===== src/rtl/steer_pkg.sv =====
package steer_pkg;

    // Result of classifying one dispatch slot.
    typedef enum logic [1:0] {
        SLOT_EMPTY = 2'd0,   // no instruction, ends the scan
        SLOT_QUEUE = 2'd1,   // needs an instruction-queue entry
        SLOT_SKIP  = 2'd2    // completes without the queue
    } slot_kind_e;

endpackage


===== src/rtl/steer_classify.sv =====
module steer_classify
    import steer_pkg::*;
(
    input  logic       valid_i,
    input  logic       mem_i,
    input  logic       nonspec_i,
    input  logic       nop_i,
    output slot_kind_e kind_o
);

    // Classification comes before any fullness test, so skip-class
    // slots never depend on queue space.
    always_comb begin
        if (!valid_i) begin
            kind_o = SLOT_EMPTY;
        end else if (mem_i || nonspec_i || nop_i) begin
            kind_o = SLOT_SKIP;
        end else begin
            kind_o = SLOT_QUEUE;
        end
    end

endmodule


===== src/rtl/steer_scan.sv =====
module steer_scan
    import steer_pkg::*;
#(
    parameter int WIDTH = 4,
    parameter int IDXW  = 2,
    parameter int CNTW  = 3
) (
    input  slot_kind_e [WIDTH-1:0] kind_i,
    input  logic                   full_i,
    input  logic                   squash_i,
    output logic [WIDTH-1:0]       insert_o,
    output logic [WIDTH-1:0]       bypass_o,
    output logic                   block_o,
    output logic [IDXW-1:0]        idx_o,
    output logic [CNTW-1:0]        count_o
);

    // Ordered walk: a running enable drops at an empty slot or at a
    // queue slot that meets a full queue.
    always_comb begin
        logic go;
        go       = !squash_i;        // no dispatch while squashing
        insert_o = '0;
        bypass_o = '0;
        block_o  = 1'b0;
        idx_o    = '0;
        count_o  = '0;
        for (int i = 0; i < WIDTH; i++) begin
            if (go) begin
                unique case (kind_i[i])
                    SLOT_EMPTY: go = 1'b0;
                    SLOT_SKIP: begin
                        bypass_o[i] = 1'b1;
                        count_o     = count_o + CNTW'(1);
                    end
                    SLOT_QUEUE: begin
                        if (full_i) begin
                            block_o = 1'b1;
                            idx_o   = IDXW'(i);
                            go      = 1'b0;
                        end else begin
                            insert_o[i] = 1'b1;
                        end
                    end
                    default: go = 1'b0;
                endcase
            end
        end
    end

endmodule


===== src/rtl/dispatch_steer.sv =====
module dispatch_steer
    import steer_pkg::*;
#(
    parameter int WIDTH = 4,
    localparam int IDXW = (WIDTH > 1) ? $clog2(WIDTH) : 1,
    localparam int CNTW = $clog2(WIDTH + 1)
) (
    input  logic             clk,
    input  logic             rst_n,
    input  logic             squash_i,
    input  logic             iq_full_i,
    input  logic [WIDTH-1:0] slot_valid_i,
    input  logic [WIDTH-1:0] slot_mem_i,
    input  logic [WIDTH-1:0] slot_nonspec_i,
    input  logic [WIDTH-1:0] slot_nop_i,
    output logic [WIDTH-1:0] insert_o,
    output logic [WIDTH-1:0] bypass_o,
    output logic [CNTW-1:0]  tail_adv_o,
    output logic             block_o,
    output logic [IDXW-1:0]  replay_idx_o
);

    typedef struct packed {
        logic [WIDTH-1:0] ins;
        logic [WIDTH-1:0] byp;
        logic [CNTW-1:0]  tail;
        logic             blk;
        logic [IDXW-1:0]  idx;
    } steer_state_t;

    slot_kind_e [WIDTH-1:0] kind;
    logic [WIDTH-1:0]       scan_ins;
    logic [WIDTH-1:0]       scan_byp;
    logic                   scan_blk;
    logic [IDXW-1:0]        scan_idx;
    logic [CNTW-1:0]        scan_cnt;
    steer_state_t           state_d;
    steer_state_t           state_q;

    for (genvar g = 0; g < WIDTH; g++) begin : g_cls
        steer_classify u_cls (
            .valid_i   (slot_valid_i[g]),
            .mem_i     (slot_mem_i[g]),
            .nonspec_i (slot_nonspec_i[g]),
            .nop_i     (slot_nop_i[g]),
            .kind_o    (kind[g])
        );
    end

    steer_scan #(
        .WIDTH (WIDTH),
        .IDXW  (IDXW),
        .CNTW  (CNTW)
    ) u_scan (
        .kind_i   (kind),
        .full_i   (iq_full_i),
        .squash_i (squash_i),
        .insert_o (scan_ins),
        .bypass_o (scan_byp),
        .block_o  (scan_blk),
        .idx_o    (scan_idx),
        .count_o  (scan_cnt)
    );

    always_comb begin
        state_d      = state_q;
        state_d.ins  = scan_ins;
        state_d.byp  = scan_byp;
        state_d.tail = scan_cnt;
        state_d.blk  = scan_blk;
        state_d.idx  = scan_idx;
    end

    always_ff @(posedge clk) begin
        if (!rst_n) begin
            state_q <= '0;
        end else begin
            state_q <= state_d;
        end
    end

    assign insert_o     = state_q.ins;
    assign bypass_o     = state_q.byp;
    assign tail_adv_o   = state_q.tail;
    assign block_o      = state_q.blk;
    assign replay_idx_o = state_q.idx;

    // Strobed slots must form a contiguous run starting at slot 0.
    logic [WIDTH-1:0] touched;
    assign touched = state_q.ins | state_q.byp;

    p_prefix_r1: assert property (@(posedge clk) disable iff (!rst_n)
        ((touched + WIDTH'(1)) & touched) == '0);

    p_disjoint_r3: assert property (@(posedge clk) disable iff (!rst_n)
        (insert_o & bypass_o) == '0);

    p_full_no_insert_r5: assert property (@(posedge clk) disable iff (!rst_n)
        $past(iq_full_i) |-> insert_o == '0);

    p_block_needs_full_r5: assert property (@(posedge clk) disable iff (!rst_n)
        block_o |-> $past(iq_full_i));

    p_idx_idle_r6: assert property (@(posedge clk) disable iff (!rst_n)
        !block_o |-> replay_idx_o == '0);

    p_tail_matches_r7: assert property (@(posedge clk) disable iff (!rst_n)
        int'(tail_adv_o) == $countones(bypass_o));

    p_squash_quiet_r8: assert property (@(posedge clk) disable iff (!rst_n)
        $past(squash_i) |-> (insert_o == '0 && bypass_o == '0 && !block_o));

endmodule


===== config.mk =====
export PLATFORM = sky130hd
export DESIGN_NAME = dispatch_steer
export DESIGN_NICKNAME = d
export VERILOG_FILES = /design/src/rtl/steer_pkg.sv /design/src/rtl/steer_classify.sv /design/src/rtl/steer_scan.sv /design/src/rtl/dispatch_steer.sv
export SDC_FILE = /design/constraint.sdc
export NUM_CORES = 1
export LEC_CHECK = 0
export ABC_CLOCK_PERIOD_IN_PS = 2800
export BUFFER_PORTS_ARGS = -buffer_cell sky130_fd_sc_hd__buf_4
export CAP_MARGIN = 25
export CORE_MARGIN = 2
export CORE_UTILIZATION = 43
export DETAILED_ROUTE_END_ITERATION = 7
export PLACE_DENSITY = 0.71
export RECOVER_POWER = 100
export SLEW_MARGIN = 10
export SYNTH_ARGS = -nofsm -noshare
export SYNTH_HDL_FRONTEND = slang
export SYNTH_HIERARCHICAL = 1
export SYNTH_SLANG_ARGS = --single-unit
export TNS_END_PERCENT = 30

===== constraint.sdc =====
create_clock -name clk -period 2.8 [get_ports clk]
set_clock_uncertainty 0.05 [all_clocks]
set_input_delay 0.14 -clock clk [delete_from_list [all_inputs] [get_ports clk]]
set_output_delay 0.14 -clock clk [all_outputs]
set_load 0.005 [all_outputs]

==> flow_summary.toml <==
[run_status]
status = "completed"

[sta]
fin_crit_sh = 0.947
rsz0062_at_grt = "no"
finalSetupTns_ns = 0
fin_crit_ns = 2.65
slew_violations = 0
fmax_mhz = 377
slew-limit-headroom = 0.708
setup_viol = 0
worst_slack_ns = 0.149
worst_slew_pin_slew_ns = 0.433
hold_violations = 0

[clock_tree]
clock-sinks = 14
cts-root-buf = "clkbuf_4"
tritoncts = "done"
htreeDepth = 1
cts_buffers = 3
cts_resized = 0
cts.clk_slew.worst_paths_ns = 0.08
clockBufferDepth = 2
cts_setup_buffers = 0
holdBufCountCts = 0

[place]
pre_cts_ws_ns = -0.153
placed_area_um2 = 1280
port_buffers = 33
place_congestion = 0.743
hpwl_mm = 1.54

[logic_synthesis]
synth_seq_area_share = 0.305
synth_area_leaders = "dfxtp_1 (30%), ha_1 (12%), and2_2 (8.2%)"
synth_nets = 125
synth_area_leader_cell = "dfxtp_1"
synth_edf_count = 0
yosysWarnings = 6
synth-seq-cells = 14
synthArstFlopShare = 0
synth_flop_cell = "dfxtp_1"
synth_top_area_frac = 0.305
synthCells = 96
syn_avg_cell_area_um2 = 9.58
netlist_area_um2 = 920
ys_types = 32

[die]
dieArea_um2 = 2520
start_util = 0.464
die_h_um = 50.2
die_w_um = 50.2
io_pins = 34
core_um2 = 1980
num_rows = 16

[finish]
layout_common_cells = "buf_4 (27), clkbuf_4 (20), dfxtp_1 (14)"
seqCellArea_um2 = 280
nets = 173
drive_above_1_share = 0.476
multi_input_area_um2 = 573
fillers = 183
layout_commonest_cell = "buf_4"
area_delta_synth_final_pct = 40.4
diodes = 0
fin_area_um2 = 1290

[global_routing]
grt_pass1_wl_mm = 3.15
antenna_found_initial = 0
grt_max_degree = 15
grt-ovfl-total = 0
grt_pass1_vias = 832
grtUsageTotal = 0.163

[pwr]
power_density_nw_per_um2 = 328
ir_drop_mv = 0.193
p_leak_nw = 0.640

[critical_path]
cp_max_fo = 2
start_kind = "input port"
worstPathArrival_ns = 2.77
cp.required_ns = 2.92
critPathKind = "input port to flop"
cp-end-kind = "flop"

[detailed_routing]
ant_nets = 0
avgRoutedWirePerCell_um = 10.3
vias = 803
initialDrtViolationCount = 9
wl_mm = 1.74
via_per_inst = 4.72
first_pass_iters = 4
drc = 0

[worst_hold_path]
whs_endpoint = "insert_o[0]$_SDFF_PN0_"
holdPathStages = 2
min_from = "rst_n"
hp-class = "input port to flop"

[run]
cap_violations = 0
==> per-layer routing <==
layer / wire length [um] / vias to the layer above / global-route usage
met5: 0 / - / 0
met4: 23 / 0 / 0.0694
met3: 82 / 2 / 0.0357
met2: 965 / 26 / 0.322
met1: 671 / 360 / 0.159
li1: - / 415 / -
==> flip-flops by register name (all words and copies together) (netlist names) <==
register and cells:
replay_idx_o 2, insert_o 4, bypass_o 4, tail_adv_o 3
block_o 1
==> worst max-delay path, cell delays in order <==
cell and delay (ns):
buf_4 0.12, nor4b_4 0.28, inv_1 0.07, ha_2 0.18
nor2b_1 0.13, ha_1 0.28, nor2_1 0.09, nor2_1 0.05
o21a_1 0.11, ha_1 0.26, mux2_1 0.32, ha_1 0.30
mux2_4 0.26, and2_2 0.18
==> stage by stage <==
step | std cells | util | total power, W | hold WS [ns]
after floorplan | 96 | - | 0.000245 | 0.226
after global placement | 166 | 0.648 | 0.000289 | 0.392
after detailed placement | 166 | 0.648 | 0.000291 | 0.392
after CTS | 170 | 0.666 | 0.000435 | 0.0995
after global routing | 170 | 0.652 | 0.000444 | 0.117
final | 170 | 0.652 | 0.000424 | 0.101
==> synth_stat cells, types with 2 or more instances <==
library cell  count
ha_1              9
inv_2             2
nand2b_1          2
o31a_1            4
and2_1            5
inv_1             8
nor2b_1           4
dfxtp_1          14
nand2_1           4
xor2_1            2
nor4b_2           4
a21oi_1           3
o21a_1            2
nor2_1            6
and2_2           10
==> worst max-delay path by stage <==
stage / to / slack (ns) / from
4_1_cts: tail_adv_o[1]$_SDFF_PN0_ / 0.14 / slot_nonspec_i[0]
3_5_place_dp: tail_adv_o[1]$_SDFF_PN0_ / -0.15 / slot_nonspec_i[0]
2_1_floorplan: tail_adv_o[1]$_SDFF_PN0_ / 0.02 / slot_nonspec_i[0]
5_1_grt: tail_adv_o[1]$_SDFF_PN0_ / 0.008 / slot_nonspec_i[0]
3_3_place_gp: tail_adv_o[1]$_SDFF_PN0_ / -0.09 / slot_nonspec_i[0]
6_report: tail_adv_o[1]$_SDFF_PN0_ / 0.15 / slot_nonspec_i[0]
==> cell type report <==
cell class	instances	area share
tap	27	0.0262
sequential	14	0.217
inverter	10	0.0291
multi-input combinational	71	0.444
timing repair buffer	44	0.256
clock buffer	4	0.0281
==> power by group <==
group,switching (W),internal (W)
Combinational,0.0000336,0.0000461
Sequential,0.000000358,0.000201
Clock,0.0000637,0.0000790
Total,0.0000977,0.000326
==> kinds of logic after synthesis <==
kind of cell	count (synthesis)	synth area share
compound gates	14	0.124
xor+xnor	3	0.0286
fa+ha+maj	9	0.122
buf+inv	11	0.0531
flops	14	0.305
mux	2	0.0286
simple gates	43	0.339
Note: power is estimated with default switching activity, not from simulation.
